[src/rtl/rt_pkg.sv]
// Shared constants for the reload timer: sizes and the register map.
// Assumes two timer channels, so the divider source select is one bit.
package rt_pkg;
    localparam int CNT_W      = 8;
    localparam int PSC_SEL_W  = 3;
    localparam int ADDR_W     = 3;
    localparam int NUM_TMR    = 2;
    localparam int CTRL_W     = PSC_SEL_W + 2;
    localparam int RUN_BIT    = 0;
    localparam int PSC_LSB    = 1;
    localparam int IEN_BIT    = PSC_LSB + PSC_SEL_W;
    localparam int ADR_FLAGS  = 2 * NUM_TMR;
endpackage

[src/rtl/rt_prescaler.sv]
// Clock prescaler: emits one tick every 2^sel cycles while run is high.
// Assumes the phase counter restarts whenever the timer is stopped.
module rt_prescaler #(
    parameter int SEL_W = 3
) (
    input  logic             clk,
    input  logic             rst_n,
    input  logic             run,
    input  logic [SEL_W-1:0] sel,
    output logic             tick
);
    localparam int PC_W = (1 << SEL_W) - 1;

    logic [PC_W-1:0] pcnt;
    logic [PC_W-1:0] mask;

    // Phase counter: free-runs while the timer runs, parked at zero otherwise.
    always_ff @(posedge clk) begin
        if (!rst_n)   pcnt <= '0;
        else if (!run) pcnt <= '0;
        else          pcnt <= pcnt + 1'b1;
    end

    // Mask of the low sel bits; a tick occurs when they are all ones.
    always_comb begin
        for (int b = 0; b < PC_W; b++) mask[b] = (b < int'(sel));
        tick = run && ((pcnt & mask) == mask);
    end

    AST_PSC_BYPASS: assert property (@(posedge clk) disable iff (!rst_n)
        (run && sel == '0) |-> tick);
    AST_PSC_IDLE: assert property (@(posedge clk) disable iff (!rst_n)
        !run |-> !tick);
endmodule

[src/rtl/rt_timer_chan.sv]
// One timer channel: control register, start value, up-counter with
// automatic reload at all-ones, sticky wrap flag and masked request.
// Assumes writes arrive as single-cycle strobes already decoded per register.
module rt_timer_chan #(
    parameter int CNT_W = 8,
    parameter int SEL_W = 3
) (
    input  logic             clk,
    input  logic             rst_n,
    input  logic             ctrl_wr,
    input  logic             pre_wr,
    input  logic             flag_clr,
    input  logic [CNT_W-1:0] wdata,
    output logic [SEL_W+1:0] ctrl_q,
    output logic [CNT_W-1:0] cnt_q,
    output logic             flag_q,
    output logic             ovf,
    output logic             irq
);
    localparam logic [CNT_W-1:0] CNT_MAX = '1;

    logic [CNT_W-1:0] pre_q;
    logic             run;
    logic             ien;
    logic [SEL_W-1:0] sel;
    logic             tick;

    assign run = ctrl_q[0];
    assign sel = ctrl_q[SEL_W:1];
    assign ien = ctrl_q[SEL_W+1];

    rt_prescaler #(.SEL_W(SEL_W)) u_psc (
        .clk  (clk),
        .rst_n(rst_n),
        .run  (run),
        .sel  (sel),
        .tick (tick)
    );

    // Control register: run bit, prescaler select and interrupt enable.
    always_ff @(posedge clk) begin
        if (!rst_n)       ctrl_q <= '0;
        else if (ctrl_wr) ctrl_q <= wdata[SEL_W+1:0];
    end

    // Start value register, consumed at the next wrap.
    always_ff @(posedge clk) begin
        if (!rst_n)      pre_q <= '0;
        else if (pre_wr) pre_q <= wdata;
    end

    assign ovf = tick && (cnt_q == CNT_MAX);

    // Counter: direct load while stopped, else step or reload on each tick.
    always_ff @(posedge clk) begin
        if (!rst_n)              cnt_q <= '0;
        else if (pre_wr && !run) cnt_q <= wdata;
        else if (ovf)            cnt_q <= pre_q;
        else if (tick)           cnt_q <= cnt_q + 1'b1;
    end

    // Sticky wrap flag: set by a wrap, cleared by a write-one strobe.
    always_ff @(posedge clk) begin
        if (!rst_n)        flag_q <= 1'b0;
        else if (ovf)      flag_q <= 1'b1;
        else if (flag_clr) flag_q <= 1'b0;
    end

    assign irq = flag_q & ien;

    AST_COUNT_STEP: assert property (@(posedge clk) disable iff (!rst_n)
        (tick && cnt_q != CNT_MAX && !pre_wr) |=> cnt_q == $past(cnt_q) + 1'b1);
    AST_STOP_HOLD: assert property (@(posedge clk) disable iff (!rst_n)
        (!run && !pre_wr) |=> $stable(cnt_q));
    AST_AUTO_RELOAD: assert property (@(posedge clk) disable iff (!rst_n)
        ovf |=> cnt_q == $past(pre_q));
    AST_LOAD_STOPPED: assert property (@(posedge clk) disable iff (!rst_n)
        (pre_wr && !run) |=> cnt_q == $past(wdata));
    AST_LOAD_DEFERRED: assert property (@(posedge clk) disable iff (!rst_n)
        (pre_wr && run && !tick) |=> $stable(cnt_q));
    AST_FLAG_SET: assert property (@(posedge clk) disable iff (!rst_n)
        ovf |=> flag_q);
    AST_FLAG_STICKY: assert property (@(posedge clk) disable iff (!rst_n)
        (flag_q && !flag_clr) |=> flag_q);
    AST_IRQ_MASK: assert property (@(posedge clk) disable iff (!rst_n)
        !ien |-> !irq);
endmodule

[src/rtl/rt_divout.sv]
// Divider output: toggles on each wrap of the selected timer and gates the
// result onto the port pin by the data and direction bits.
// Assumes cfg_en and src are static configuration inputs.
module rt_divout #(
    parameter int NUM   = 2,
    parameter int SRC_W = 1
) (
    input  logic             clk,
    input  logic             rst_n,
    input  logic [NUM-1:0]   ovf_v,
    input  logic [SRC_W-1:0] src,
    input  logic             cfg_en,
    input  logic             port_data,
    input  logic             port_dir,
    output logic             pin_out,
    output logic             pin_oe
);
    logic tog;
    logic wrap_sel;

    assign wrap_sel = ovf_v[src];

    // Toggle flip-flop clocked by the selected timer's wraps.
    always_ff @(posedge clk) begin
        if (!rst_n)        tog <= 1'b0;
        else if (wrap_sel) tog <= ~tog;
    end

    // Pin mux: gated toggle in divider mode, plain port data otherwise.
    always_comb begin
        pin_oe  = ~port_dir;
        pin_out = cfg_en ? (tog & port_data & ~port_dir) : port_data;
    end

    AST_TOGGLE_FLIP: assert property (@(posedge clk) disable iff (!rst_n)
        wrap_sel |=> tog != $past(tog));
    AST_TOGGLE_HOLD: assert property (@(posedge clk) disable iff (!rst_n)
        !wrap_sel |=> $stable(tog));
    AST_FORCED_LOW: assert property (@(posedge clk) disable iff (!rst_n)
        (cfg_en && (!port_data || port_dir)) |-> !pin_out);
    AST_PLAIN_IO: assert property (@(posedge clk) disable iff (!rst_n)
        !cfg_en |-> (pin_out == port_data));
endmodule

[src/rtl/reload_timer_pfd.sv]
// Top: two self-reloading timer channels behind a small register port,
// plus the toggled divider output on the shared pin.
// Assumes single-cycle write strobes; reads are combinational on bus_addr.
module reload_timer_pfd
    import rt_pkg::*;
#(
    parameter int CW = CNT_W,
    parameter int SW = PSC_SEL_W,
    parameter int AW = ADDR_W
) (
    input  logic              clk,
    input  logic              rst_n,
    input  logic              bus_wr,
    input  logic [AW-1:0]     bus_addr,
    input  logic [CW-1:0]     bus_wdata,
    output logic [CW-1:0]     bus_rdata,
    output logic [NUM_TMR-1:0] irq_o,
    input  logic              cfg_div_en,
    input  logic              cfg_div_src,
    input  logic              port_data,
    input  logic              port_dir,
    output logic              pin_out,
    output logic              pin_oe
);
    localparam int CTW = SW + 2;

    logic [CTW-1:0]     ctrl_a [NUM_TMR];
    logic [CW-1:0]      cnt_a  [NUM_TMR];
    logic [NUM_TMR-1:0] flag_v;
    logic [NUM_TMR-1:0] ovf_v;

    for (genvar g = 0; g < NUM_TMR; g++) begin : g_chan
        logic ctrl_wr, pre_wr, flag_clr;
        // Per-channel write decode.
        always_comb begin
            ctrl_wr  = bus_wr && (bus_addr == AW'(2 * g));
            pre_wr   = bus_wr && (bus_addr == AW'(2 * g + 1));
            flag_clr = bus_wr && (bus_addr == AW'(ADR_FLAGS)) && bus_wdata[g];
        end

        rt_timer_chan #(.CNT_W(CW), .SEL_W(SW)) u_chan (
            .clk     (clk),
            .rst_n   (rst_n),
            .ctrl_wr (ctrl_wr),
            .pre_wr  (pre_wr),
            .flag_clr(flag_clr),
            .wdata   (bus_wdata),
            .ctrl_q  (ctrl_a[g]),
            .cnt_q   (cnt_a[g]),
            .flag_q  (flag_v[g]),
            .ovf     (ovf_v[g]),
            .irq     (irq_o[g])
        );
    end

    // Read-back mux over control, live counts and the flag register.
    always_comb begin
        bus_rdata = '0;
        for (int t = 0; t < NUM_TMR; t++) begin
            if (bus_addr == AW'(2 * t))     bus_rdata = CW'(ctrl_a[t]);
            if (bus_addr == AW'(2 * t + 1)) bus_rdata = cnt_a[t];
        end
        if (bus_addr == AW'(ADR_FLAGS)) bus_rdata = CW'(flag_v);
    end

    rt_divout #(.NUM(NUM_TMR), .SRC_W(1)) u_div (
        .clk      (clk),
        .rst_n    (rst_n),
        .ovf_v    (ovf_v),
        .src      (cfg_div_src),
        .cfg_en   (cfg_div_en),
        .port_data(port_data),
        .port_dir (port_dir),
        .pin_out  (pin_out),
        .pin_oe   (pin_oe)
    );

    AST_RESET_QUIET: assert property (@(posedge clk)
        !rst_n |=> (irq_o == '0 && flag_v == '0));
endmodule

[config.mk]
export PLATFORM = sky130hd
export DESIGN_NAME = reload_timer_pfd
export DESIGN_NICKNAME = d
export VERILOG_FILES = /design/src/rtl/rt_pkg.sv /design/src/rtl/rt_prescaler.sv /design/src/rtl/rt_timer_chan.sv /design/src/rtl/rt_divout.sv /design/src/rtl/reload_timer_pfd.sv
export SDC_FILE = /design/constraint.sdc
export NUM_CORES = 1
export LEC_CHECK = 0
export ABC_AREA = 1
export BUFFER_PORTS_ARGS = -buffer_cell sky130_fd_sc_hd__buf_2
export CAP_MARGIN = 40
export CORE_AREA = 3 3 95 97
export CTS_CLUSTER_SIZE = 8
export DETAILED_ROUTE_END_ITERATION = 16
export DIE_AREA = 0 0 98 100
export SLEW_MARGIN = 20
export SYNTH_ARGS = -nofsm -noshare
export SYNTH_HDL_FRONTEND = slang
export SYNTH_SLANG_ARGS = --single-unit
export TNS_END_PERCENT = 20
[constraint.sdc]
create_clock -name clk -period 1.95 [get_ports clk]
set_input_delay 0.585 -clock clk [delete_from_list [all_inputs] [get_ports clk]]
set_output_delay 0.585 -clock clk [all_outputs]
set_load 0.02 [all_outputs]
## Word-level counts from Yosys, hierarchy flattened

Cells that the tools add are included.

- Order comparisons: 15
- Muxes and demuxes: 18
- Reductions and logical operators: 22
- Bitwise operators: 8
- Add/sub/neg operators: 4
- Equality and inequality tests: 8

Operators by type and width:

| operator | number |
|---|---|
| two-way mux 8 bit | 10 |
| < comparator 3 bit, first input constant | 6 |
| adder 8 x 1 -> 8 bit, second input constant | 2 |
| equality test 8 bit, second input constant | 2 |
| adder 7 x 1 -> 7 bit, second input constant | 2 |
| bitwise AND 7 bit | 2 |
| equality test 7 bit | 2 |
| logical AND 1 bit | 13 |
| < comparator 1 x 3 -> 1 bit, first input constant | 4 |
| < comparator 2 x 3 -> 1 bit, first input constant | 4 |
| two-way mux 1 bit | 7 |
| equality test 3 x 2 -> 1 bit, second input constant | 2 |
| nonzero test 3 bit | 2 |
| two-way mux 5 bit | 1 |
| bitwise AND 1 bit | 4 |
| AND reduction 2 bit | 2 |
| nonzero test 2 bit | 2 |
| equality test 3 x 1 -> 1 bit, second input constant | 1 |
| equality test 3 bit, second input constant | 1 |
| zero test 3 bit | 1 |
| zero test 1 bit | 2 |
| < comparator 1 x 2 -> 1 bit, second input constant | 1 |
| NOT 1 bit | 2 |

- Flip-flop bits (word level): 59

## Logic depth before layout (Yosys ltp)

- Word-level depth: 7
- Depth in mapped cells: 12
- Gate-level depth less buffers: 12

## Cells and area by module

A second synthesis with hierarchy kept.

- Cells, all modules: 511
- Area, all modules: 3423.3 um2

Modules (own cells, without submodules):

| module | times used | area each (um2) | cells each |
|---|---|---|---|
| rt_timer_chan | 2 | 1153.6 | 163 |
| rt_prescaler | 2 | 364.1 | 54 |
| reload_timer_pfd | 1 | 320.3 | 65 |
| rt_divout | 1 | 67.6 | 12 |

## Least setup slack after synthesis

OpenSTA, ideal clock, no wires.

- Path kind: input to output
- Start: input port bus_addr[1]
- End: output port bus_rdata[3]
- Path buffers: 0
- Required time: 1365 ps
- Setup slack: -35 ps
- Stages: 5
- Arrival time: 1400 ps
- Path through: nor2_1 nand2_1 inv_1 nand2_1 a31oi_1

- Longest elaborated chain between the ends: 6
- Elaborated cells on any way between the ends: 10
- Classes of those cells: 4 x eq/ne; 5 x mux; 1 x reduce/logical

Ends and longest elaborated chain:

| item | RTL line | source |
|---|---|---|
| from (decl) | reload_timer_pfd.sv:14 | `input logic [AW-1:0] bus_addr,` |
| zero test 3 bit | reload_timer_pfd.sv:60 | `if (bus_addr == AW'(2 * t)) bus_rdata = CW'(ctrl_a[t]);` |
| two-way mux 5 bit | reload_timer_pfd.sv:60 |  |
| two-way mux 8 bit | reload_timer_pfd.sv:61 | `if (bus_addr == AW'(2 * t + 1)) bus_rdata = cnt_a[t];` |
| two-way mux 8 bit | reload_timer_pfd.sv:60 |  |
| two-way mux 8 bit | reload_timer_pfd.sv:61 |  |
| two-way mux 8 bit (*) | reload_timer_pfd.sv:63 | `if (bus_addr == AW'(ADR_FLAGS)) bus_rdata = CW'(flag_v);` |
| to (decl) | reload_timer_pfd.sv:16 | `output logic [CW-1:0] bus_rdata,` |

Every way passes the cells marked *; elsewhere a longest branch is shown, timed or not.

## Worst setup path after layout

- Start: input port bus_addr[0]
- End: output port bus_rdata[4]

Same word-level chain as after synthesis.

==> results_dict.tcl <==
set metrics [dict create \
    drt-total-wl_um 8800 \
    chipHeight_um 100 \
    num_rows 33 \
    critPathSlowestCell "buf_2" \
    core_area_um2 8220 \
    path_buf_inv 4 \
    grt_max_degree 17 \
    cp_data_arrival_time_ns 1.47 \
    antenna_found_initial 0 \
    maxCapViolCount 0 \
    fmax_ghz 0.486 \
    setup-violations-final 8 \
    power_switching_uw 708 \
    drcViolationCount 0 \
    die_x_um 98 \
    finalWeightedCongestion 0.876 \
    avgSynthCellArea_um2 6.89 \
    hold_viol 0 \
    required_ns 1.36 \
    rsz0062_at_grt "yes" \
    cts_tree "built" \
    start_util_pct 40.3 \
    synth_nets 503 \
    grt_pass1_wl_um 14800 \
    drive_gt1_share_pct 23.2 \
    cp_top_family "buffers and inverters" \
    post-route-period-util_pct 106 \
    critPathKind "in2out" \
    dp.cells 623 \
    crit_top_cell "buf_4" \
    p_seq_share_pct 44.3 \
    cp_cell_sequence "buf_4 > inv_1 > nand2_4 > buf_4 > o221ai_4 > a31oi_1 > buf_2" \
    fin_total_pwr_mw 2.84 \
    skew_ns 0.00504 \
    layout_setup_ws_ns -0.108 \
    dp_hpwl_um 6500 \
    nFillCells 845 \
    syn-cell-area_um2 3310 \
    cts_root_buffer "clkbuf_8" \
    ioPinCount 30 \
    internal-power_mw 2.13 \
    hp-class "reg2reg" \
    end_kind "output pin" \
    ys_seq_elements 59 \
    pre_cts_slack_ns -0.251 \
    powerDensity_nw_per_um2 691 \
    route.vias.total 3224 \
    antenna_cells 0 \
    combPwrFrac_pct 10.1 \
    layout_common_cells "109 x nand2_1, 67 x inv_1, 59 x dfxtp_1, 49 x a21oi_1, 31 x nor2_1" \
    violations "setup timing" \
    yosysTopAreaCell "dfxtp_1" \
    max_slew.worst_pin.slew_ns 0.331 \
    maxSlewHeadroom_pct 77.9 \
    seq_area_frac_synth_pct 35.7 \
    ant_nets 0 \
    worst-path-max-fanout 5 \
    grt_overflow_total 0 \
    first_global_vias 3066 \
    cts_buffers 9 \
    die_area_um2 9800 \
    ys_warn_count 0 \
    synthDistinctLibCells 36 \
    insertion_delay_ns 0.34 \
    power.leakage_nw 1.66 \
    ys_top_cells_by_area "dfxtp_1 36%, nand2_1 13%, inv_1 8.0%, a21oi_1 7.4%, o21ai_0 4.5%" \
    utilization_pct 50.1 \
    slew_violations 0 \
    vias_per_cell 5.01 \
    dr.pass1.iters 4 \
    vdd_drop_max_mv 0.315 \
    synth_top_area_share_pct 35.7 \
    cts.clk_slew.worst_paths_ns 0.07 \
    final_cells 643 \
    synth_cells 481 \
    clkPwrFrac_pct 45.5 \
    htreeDepth 3 \
    period_minus_slack_ns 2.06 \
    max-clock-path-buffers 2 \
    grt_use_total_pct 19.0 \
    worstSetupStartpointType "primary input" \
    areaGrowthSynthToFinish_pct 24.2 \
    layout_commonest_cell "nand2_1" \
    nets 555 \
    status "complete, but fails checks" \
    p_sw_share_pct 24.9 \
    critical_path.max_stage_delay_ns 0.20 \
    routedWlPerCell_um 13.7 \
    cts_sinks 59 \
    drt-initial-drc-count 161 \
    io_buffers 29 \
]
## layer usage
metal | vias up | GRT usage [%] | part of all wire (%)
met2 | 69 | 29.4 | 46
met3 | 12 | 4.24 | 6.2
li1 | 1656 | - | -
met1 | 1487 | 26.2 | 47
met5 | - | 0 | 0
met4 | 0 | 6.28 | 1.3
## cells in the mapped netlist
cell and number:
a21boi_0 3, clkbuf_1 3, buf_4 4, a31oi_1 3, nand4_1 5, o221ai_1 3, o22ai_1 4, clkinv_2 3
clkinv_4 2, xor2_1 6, nand2_2 9, o21ai_1 2, nand3_4 1, nor2_4 1, nand3_2 5, xnor2_1 4
o211ai_1 7, a21oi_4 2, nand2_1 112, nor2_1 32, a221oi_1 1, buf_1 1, nand3_1 29, a21oi_2 8
inv_2 4, dfxtp_1 59, a21oi_1 49, o21ai_0 30, nand2_4 3, nor3_1 3, nor2_2 2, inv_1 71
buf_2 3, clkinv_1 1, ha_1 4, buf_12 2
## layout make-up
cell class	instances	area, um^2	share of cell area (%)
clock inverters	4	72.6	1.76
repair buffers	54	413	10.0
clock buffers	12	155	3.77
inverters	81	328	7.97
well taps	105	131	3.19
flip-flops and latches	59	1180	28.7
multi-input cells	328	1830	44.6
## stage by stage
stage | area (um^2) | hold slack, ns | setup TNS, ns
floorplan | 3320 | 0.421 | -0.0681
global placement | 3680 | 0.432 | -1.14
detailed placement | 3680 | 0.435 | -1.33
CTS | 4040 | 0.446 | -0.640
global route | 4110 | 0.472 | -1.11
finish | 4110 | 0.444 | -0.668
## cell families (layout without fill, tap and decap cells)
kind of cell / Yosys count / in the layout / synth area share [%]
AND/OR/NAND/NOR: 202 / 202 / 27.6
adder cells (fa/ha/maj): 4 / 4 / 1.51
AO/OA/AOI/OAI: 112 / 112 / 20.0
XOR/XNOR: 10 / 10 / 2.64
flip-flops: 59 / 59 / 35.7
buffers and inverters: 94 / 151 / 12.6
## registers in the layout, indices dropped and copies added, names as in the netlist
register and cells:
g_chan.u_chan.ctrl_q 10, u_div.tog 1, g_chan.u_chan.u_psc.pcnt 14, g_chan.u_chan.pre_q 16
g_chan.u_chan.flag_q 2, g_chan.u_chan.cnt_q 16
## path summary, 6_finish.rpt
path | from | to | depth (start not counted) | slack, ns
setup / recovery | bus_addr[0] | bus_rdata[4] | 7 | -0.11
hold / removal | g_chan[0].u_chan.u_psc.pcnt[3] | g_chan[0].u_chan.u_psc.pcnt[3] | 2 | 0.44
setup reg to reg | g_chan[0].u_chan.cnt_q[0] | g_chan[0].u_chan.cnt_q[4] | 10 | 0.27
hold reg to reg | g_chan[0].u_chan.u_psc.pcnt[3] | g_chan[0].u_chan.u_psc.pcnt[3] | 2 | 0.44
## power groups by stage
stage,clock [mW],combinational (mW),sequential (mW)
after floorplan,0,0.155,1.28
after global placement,0,0.247,1.29
after detailed placement,0,0.253,1.29
after CTS,1.31,0.276,1.26
after global routing,1.37,0.323,1.26
final,1.29,0.288,1.26
## worst register-to-register path: stages, from the launching register on
cell	delay, ns
dfxtp_1	0.40
ha_1	0.20
nand2_1	0.09
inv_2	0.07
nand2_2	0.07
nor2_2	0.14
nand3_1	0.24
inv_1	0.14
nand2_1	0.06
a21oi_1	0.12
nor2_1	0.05
## repair_timing
action                                  4_1_cts  5_1_grt
pin swaps                                     7        8
hold buffers                                  0        0
endpoints found under the setup margin        8        8
resized for setup                            31       13
setup buffers                                 2        2
Note: power is estimated with default switching activity, not from simulation.
